## src/rtl/rst_seq_pkg.sv

```systemverilog
package rst_seq_pkg;

  typedef enum logic [3:0] {
    SQ_RESET,
    SQ_IST_GO,
    SQ_IST_WAIT,
    SQ_GAP,
    SQ_BUS_GO,
    SQ_BUS_WAIT,
    SQ_USER,
    SQ_RUN,
    SQ_HALT
  } seq_state_t;

  // Minimum number of sampled reset cycles for the selected clock mode.
  function automatic int unsigned min_hold(input logic mode_1x,
                                           input int unsigned need_1x,
                                           input int unsigned need_2x);
    return mode_1x ? need_1x : need_2x;
  endfunction

  // True when the observed hold falls below the requirement.
  function automatic logic hold_too_short(input int unsigned seen,
                                          input int unsigned need);
    return seen < need;
  endfunction

  // Saturating increment of an unsigned count held in 32 bits.
  function automatic int unsigned sat_inc(input int unsigned v,
                                          input int unsigned top);
    return (v >= top) ? top : v + 1;
  endfunction

endpackage

```

## src/rtl/rst_width_mon.sv

```systemverilog
module rst_width_mon
  import rst_seq_pkg::*;
#(
  parameter int unsigned CNT_W  = 14,
  parameter int unsigned MIN_1X = 10000,
  parameter int unsigned MIN_2X = 16
) (
  input  logic clk,
  input  logic rst_pin,
  input  logic clk_mode_1x,
  input  logic release_evt,
  output logic short_rst
);

  localparam int unsigned CNT_TOP = (1 << CNT_W) - 1;
  localparam logic [CNT_W-1:0] CNT_MAX = {CNT_W{1'b1}};

  logic [CNT_W-1:0] cnt_q;
  logic             short_q;
  logic [CNT_W-1:0] cnt_inc;
  logic             hold_short;

  assign cnt_inc    = CNT_W'(sat_inc(32'(cnt_q), CNT_TOP));
  assign hold_short = hold_too_short(32'(cnt_q),
                                     min_hold(clk_mode_1x, MIN_1X, MIN_2X));

  always_ff @(posedge clk) begin
    if (rst_pin) begin
      cnt_q   <= cnt_inc;
      short_q <= 1'b0;
    end else begin
      cnt_q <= '0;
      if (release_evt) short_q <= hold_short;
    end
  end

  assign short_rst = short_q;


  cnt_sat_chk: assert property (@(posedge clk)
    (rst_pin && cnt_q == CNT_MAX) |=> (cnt_q == CNT_MAX || cnt_q == '0));


  short_sticky_chk: assert property (@(posedge clk)
    (!rst_pin && !release_evt) |=> $stable(short_q));


  short_clear_chk: assert property (@(posedge clk)
    rst_pin |=> !short_q);

endmodule

```

## src/rtl/rst_init_fsm.sv

```systemverilog
module rst_init_fsm
  import rst_seq_pkg::*;
(
  input  logic clk,
  input  logic rst_pin,
  input  logic skip_strap,
  input  logic ist_done,
  input  logic ist_pass,
  input  logic bus_done,
  input  logic bus_pass,
  output logic fail_o,
  output logic ist_start,
  output logic bus_start,
  output logic user_go,
  output logic release_evt
);

  seq_state_t state_q, state_d;
  logic       ist_ok_evt, ist_bad_evt, bus_ok_evt, bus_bad_evt;
  logic       skip_q;

  assign release_evt = (state_q == SQ_RESET) && !rst_pin;
  assign ist_ok_evt  = (state_q == SQ_IST_WAIT) && ist_done && ist_pass;
  assign ist_bad_evt = (state_q == SQ_IST_WAIT) && ist_done && !ist_pass;
  assign bus_ok_evt  = (state_q == SQ_BUS_WAIT) && bus_done && bus_pass;
  assign bus_bad_evt = (state_q == SQ_BUS_WAIT) && bus_done && !bus_pass;

  always_comb begin
    state_d = state_q;
    unique case (state_q)
      SQ_RESET:    state_d = skip_strap ? SQ_USER : SQ_IST_GO;
      SQ_IST_GO:   state_d = SQ_IST_WAIT;
      SQ_IST_WAIT: begin
        if (ist_ok_evt)       state_d = SQ_GAP;
        else if (ist_bad_evt) state_d = SQ_HALT;
      end
      SQ_GAP:      state_d = SQ_BUS_GO;
      SQ_BUS_GO:   state_d = SQ_BUS_WAIT;
      SQ_BUS_WAIT: begin
        if (bus_ok_evt)       state_d = SQ_USER;
        else if (bus_bad_evt) state_d = SQ_HALT;
      end
      SQ_USER:     state_d = SQ_RUN;
      SQ_RUN:      state_d = SQ_RUN;
      SQ_HALT:     state_d = SQ_HALT;
      default:     state_d = SQ_RESET;
    endcase
  end

  always_ff @(posedge clk) begin
    if (rst_pin) begin
      state_q <= SQ_RESET;
      skip_q  <= 1'b0;
    end else begin
      state_q <= state_d;
      if (release_evt) skip_q <= skip_strap;
    end
  end

  always_comb begin
    fail_o    = 1'b0;
    ist_start = 1'b0;
    bus_start = 1'b0;
    user_go   = 1'b0;
    unique case (state_q)
      SQ_IST_GO:   begin fail_o = 1'b1; ist_start = 1'b1; end
      SQ_IST_WAIT: fail_o = 1'b1;
      SQ_BUS_GO:   begin fail_o = 1'b1; bus_start = 1'b1; end
      SQ_BUS_WAIT: fail_o = 1'b1;
      SQ_HALT:     fail_o = 1'b1;
      SQ_USER:     user_go = 1'b1;
      default:     ;
    endcase
  end


  ist_fail_high_chk: assert property (@(posedge clk) disable iff (rst_pin)
    (release_evt && !skip_strap) |=> (ist_start && fail_o));


  gap_low_chk: assert property (@(posedge clk) disable iff (rst_pin)
    ist_ok_evt |=> (!fail_o && !bus_start));


  ist_halt_chk: assert property (@(posedge clk) disable iff (rst_pin)
    ist_bad_evt |=> (fail_o && !bus_start && !user_go));


  user_go_chk: assert property (@(posedge clk) disable iff (rst_pin)
    bus_ok_evt |=> (user_go && !fail_o));


  bus_halt_chk: assert property (@(posedge clk) disable iff (rst_pin)
    bus_bad_evt |=> (fail_o && !user_go));


  bypass_go_chk: assert property (@(posedge clk) disable iff (rst_pin)
    (release_evt && skip_strap) |=> (user_go && !fail_o));


  bypass_quiet_chk: assert property (@(posedge clk) disable iff (rst_pin)
    skip_q |-> (!fail_o && !ist_start && !bus_start));

endmodule

```

## src/rtl/rst_selftest_seq.sv

```systemverilog
module rst_selftest_seq
  import rst_seq_pkg::*;
#(
  parameter int unsigned CNT_W  = 14,
  parameter int unsigned MIN_1X = 10000,
  parameter int unsigned MIN_2X = 16
) (
  input  logic clk,
  input  logic rst_pin,
  input  logic clk_mode_1x,
  input  logic bist_skip,
  input  logic ist_done,
  input  logic ist_pass,
  input  logic bus_done,
  input  logic bus_pass,
  output logic fail_o,
  output logic ist_start_o,
  output logic bus_start_o,
  output logic user_go_o,
  output logic short_rst_o
);

  logic release_evt;

  rst_init_fsm u_fsm (
    .clk         (clk),
    .rst_pin     (rst_pin),
    .skip_strap  (bist_skip),
    .ist_done    (ist_done),
    .ist_pass    (ist_pass),
    .bus_done    (bus_done),
    .bus_pass    (bus_pass),
    .fail_o      (fail_o),
    .ist_start   (ist_start_o),
    .bus_start   (bus_start_o),
    .user_go     (user_go_o),
    .release_evt (release_evt)
  );

  rst_width_mon #(
    .CNT_W  (CNT_W),
    .MIN_1X (MIN_1X),
    .MIN_2X (MIN_2X)
  ) u_mon (
    .clk         (clk),
    .rst_pin     (rst_pin),
    .clk_mode_1x (clk_mode_1x),
    .release_evt (release_evt),
    .short_rst   (short_rst_o)
  );


  reset_quiet_chk: assert property (@(posedge clk)
    rst_pin |=> (!fail_o && !ist_start_o && !bus_start_o && !user_go_o));


  strobe_excl_chk: assert property (@(posedge clk) disable iff (rst_pin)
    $onehot0({ist_start_o, bus_start_o, user_go_o}));

endmodule

```

## config.mk

```make
export PLATFORM = sky130hd
export DESIGN_NAME = rst_selftest_seq
export DESIGN_NICKNAME = d
export VERILOG_FILES = /design/src/rtl/rst_seq_pkg.sv /design/src/rtl/rst_width_mon.sv /design/src/rtl/rst_init_fsm.sv /design/src/rtl/rst_selftest_seq.sv
export SDC_FILE = /design/constraint.sdc
export NUM_CORES = 1
export LEC_CHECK = 0
export BUFFER_PORTS_ARGS = -buffer_cell sky130_fd_sc_hd__buf_2
export CORE_MARGIN = 3
export CORE_UTILIZATION = 55
export CTS_CLUSTER_DIAMETER = 150
export DETAILED_ROUTE_END_ITERATION = 8
export PLACE_DENSITY = 0.78
export SLEW_MARGIN = 25
export SYNTH_ARGS = -nofsm -noshare
export SYNTH_HDL_FRONTEND = slang
export SYNTH_SLANG_ARGS = --single-unit
```

## constraint.sdc

```tcl
create_clock -name clk -period 1.56 [get_ports clk]
set_input_delay 0.39 -clock clk [delete_from_list [all_inputs] [get_ports clk]]
set_output_delay 0.39 -clock clk [all_outputs]
set_load 0.1 [all_outputs]
```

==> reports/qor.txt <==
=====================================================================================
Outcome                                                                  finished, violations left
Violations in the final reports                                          setup timing
Top cell type's share of synthesized area                                      36.15%
Final-report setup violation count                                                  5
Skew-Pair Late Insertion Delay                                                0.32 ns
Via count of the first global-routing pass                                       1081
Initial detailed-routing violation count                                           38
Global route hottest layer                                                       met2
TritonCTS Sinks                                                                    19
Required time reported for the critical path endpoint                         1.17 ns
Via density per instance                                                        6.262
Series of cell instances along the critical path                         buf_6 -> nor4_4 -> buf_12
Launch instance of the worst min-delay path                                   rst_pin
Clock Pin Slew Worst Setup and Hold Paths                                     0.11 ns
RSZ-0062 raised after global routing                                             true
Global-route wire length before repair                                        4761 um
Yosys reg bits                                                                     19
Antenna violations before repair                                                    0
Count of H-tree levels built during CTS                                             1
Type of the most critical hold path                                      input pin to flop
Port Buf Inserts                                                                   12
Share of cells above drive strength 1                                          39.24%
Synth Area in Adders                                                           5.945%
Category of the worst setup path capture point                             output pin
FP Rows                                                                            15
I/O pin count                                                                      13
Count of maximum capacitance violations                                             0
CTS tree                                                                          yes
Static leakage power                                                        0.5764 nW
Largest net degree at the start of global routing                                  11
Clk buf depth                                                                       2
Sum of negative setup slack                                                -0.5996 ns
# DRC                                                                               0
FILL cells                                                                        112
Final Max Tran Viols                                                                0
Met2 usage in global routing                                                   42.29%
Initial core utilization                                                       59.65%
Cell count after synthesis                                                        129
Count of flip-flops with a built-in enable after synthesis                          0
Maximum vdd drop                                                              1133 uV
Distinct cell type count after synthesis                                           37
Commonest cells after routing, fill and taps aside                       sky130_fd_sc_hd__buf_4 (15), sky130_fd_sc_hd__dfxtp_1 (13), sky130_fd_sc_hd__nor2_1 (9)
Post-layout util                                                               84.61%
Most frequent standard cell in the layout excluding fill and tap cells   sky130_fd_sc_hd__buf_4
Worst setup slack after layout                                             -0.1883 ns
Hold-fix buffers, CTS                                                               0
First-pass detailed-route iteration total                                           4
Simple-gate share of the synthesized area                                      26.16%
Global-route met1 utilization                                                  29.89%
Largest family of logic cells by synthesized area                        simple AND/OR/NAND/NOR gates
GR Overflow Total                                                                   0
Seq. cell area                                                             397.9 um^2
Post-synthesis mux area share                                                 0.9512%
Number of nets with antenna violations after detailed routing                       0
Cts bufs inserted                                                                   3
Ranking of synthesized cells by area                                     sky130_fd_sc_hd__dfxtp_1 (36%), sky130_fd_sc_hd__a21oi_1 (7.1%), sky130_fd_sc_hd__ha_1 (5.9%)
Post-route clock period utilization                                            112.1%
Number of inserted diodes                                                           0
Final min period                                                             1.748 ns
Share of flip-flops with an asynchronous set or reset after synthesis              0%
Top_reg_cell synth                                                       sky130_fd_sc_hd__dfxtp_1
Portion of the post-synthesis area used by sequential elements                 36.15%
Die Y                                                                        49.74 um
Post-synthesis cell area                                                 0.001052 mm^2
Crit path launch                                                         u_fsm.state_q[0]
Slew at the pin with the worst max-slew slack                               0.4849 ns
Mapped Nets                                                                       142
Slowest cell on the critical path                                        sky130_fd_sc_hd__dfxtp_4
Die outline width                                                            49.74 um
Combined area of the multi-input logic cells                               739.5 um^2
Total power divided by cell area                                         1483 mW/mm^2
Area enclosed by the die boundary                                        0.002474 mm^2
Final #Nets                                                                       172
Total routing resource utilization after global routing                        25.51%
Setup Skew                                                                0.005941 ns
Data arrival time at the worst-slack endpoint                                 1.36 ns
Final weighted congestion in routability-driven placement                      0.8619
Origin of the critical flop-to-flop path                                 u_mon.cnt_q[10]
Worst Path Max Fanout                                                               3
Path type of the worst setup path                                        flop to output pin
Area growth from synthesis to final layout                                     41.85%
Number of synthesis warnings                                                        0
DPL Wire Length                                                               1890 um
Leading area contributor after synthesis                                 sky130_fd_sc_hd__dfxtp_1
Maximum cell stage delay along the critical path                              0.38 ns
Average wire per standard cell                                               17.54 um
Fin. Hold Viols                                                                     0
Compound-Gate Fraction of Synth Area                                           20.10%
Cell at the root of the clock tree                                       sky130_fd_sc_hd__clkbuf_4
Vias                                                                             1146
Core Box Area                                                            0.001764 mm^2
Fmax                                                                        572.0 MHz
Wirelength, routed                                                            3210 um
Syn avg cell area                                                          8.157 um^2
Xor-xnor portion of the synthesized cell area                                  5.826%
Met3 usage                                                                     4.834%
Type of element launching the critical path                                      flop
Max transition margin                                                          67.90%
=====================================================================================
==> synth_stat cells, drive strengths merged (2+ instances only) <==
| master | n |
|---|---|
| nor2b | 2 |
| a21oi | 15 |
| xor2 | 3 |
| nand3 | 6 |
| nand2 | 7 |
| or4 | 2 |
| and3 | 2 |
| ha | 5 |
| and4 | 4 |
| nand4 | 6 |
| a31oi | 4 |
| o21ai | 6 |
| dfxtp | 19 |
| xnor2 | 4 |
| nor3 | 3 |
| o41ai | 2 |
| clkbuf | 5 |
| inv | 7 |
| nor2 | 13 |
==> worst max-delay path, delay by kind of cell, from the launching register on <==
kind	cells	cell delay, ns
buf+inv	2	0.34
flops	1	0.38
simple gates	1	0.31
==> kinds of logic (layout without fill, tap and decap cells) <==
logic type                 Yosys count  count (layout)
buffers and inverters               13              41
adders and majority gates            5               5
DFF                                 19              19
muxes                                1               1
xor gates and xnor gates             7               7
AOI/OAI and AO/OA                   34              34
and+or+nand+nor                     50              51
==> final timing paths <==
kind	slack, ns	cells after the start	to
setup reg to reg	-0.01	4	u_mon.short_rst
hold / removal	0.29	2	u_fsm.state_q[2]
setup / recovery	-0.19	3	bus_start_o
hold reg to reg	0.53	2	u_mon.short_rst
==> stage by stage <==
| stage | cells | power [mW] | hold slack [ns] | area, um^2 | setup WS (ns) |
|---|---|---|---|---|---|
| floorplan | 129 | 1.432 | 0.4471 | 1120 | -0.3962 |
| global placement | 170 | 1.735 | 0.4641 | 1304 | 0.01375 |
| detailed placement | 170 | 1.753 | 0.4835 | 1304 | -0.07375 |
| CTS | 178 | 2.113 | 0.2872 | 1386 | -0.1745 |
| global route | 183 | 2.299 | 0.2873 | 1493 | -0.2127 |
| finish | 183 | 2.214 | 0.2920 | 1493 | -0.1883 |
==> final cells by class <==
cell class              instances  share of cell area, %
clock buffers                   4                  1.760
inverters                       7                  2.096
multi-input cells              98                  49.54
flip-flops and latches         19                  26.66
well taps                      25                  2.096
repair buffers                 30                  17.85
==> report_power, final <==
| part | switching [mW] | internal (mW) |
|---|---|---|
| sequential | 0.0910 | 0.557 |
| combinational | 0.779 | 0.519 |
| clock | 0.167 | 0.100 |
==> timing repair <==
action / CTS / global route
endpoints found under the setup margin: 4 / 15
pin swaps: 2 / 6
resized for setup: 10 / 18
cloned: 0 / 1
setup buffers: 4 / 4
hold endpoints to repair: 0 / 0
==> sequential cells by signal (all words and copies together), names as in the netlist <==
signal and flops:
u_mon.short_rst 1, u_fsm.state_q 4, u_mon.cnt_q 14
==> per-layer routing <==
layer	up-vias	wire, um
met5	-	0
met4	0	102
met3	13	171
met2	51	1666
met1	547	1270
li1	535	-
(Power assumes the default switching activity.)
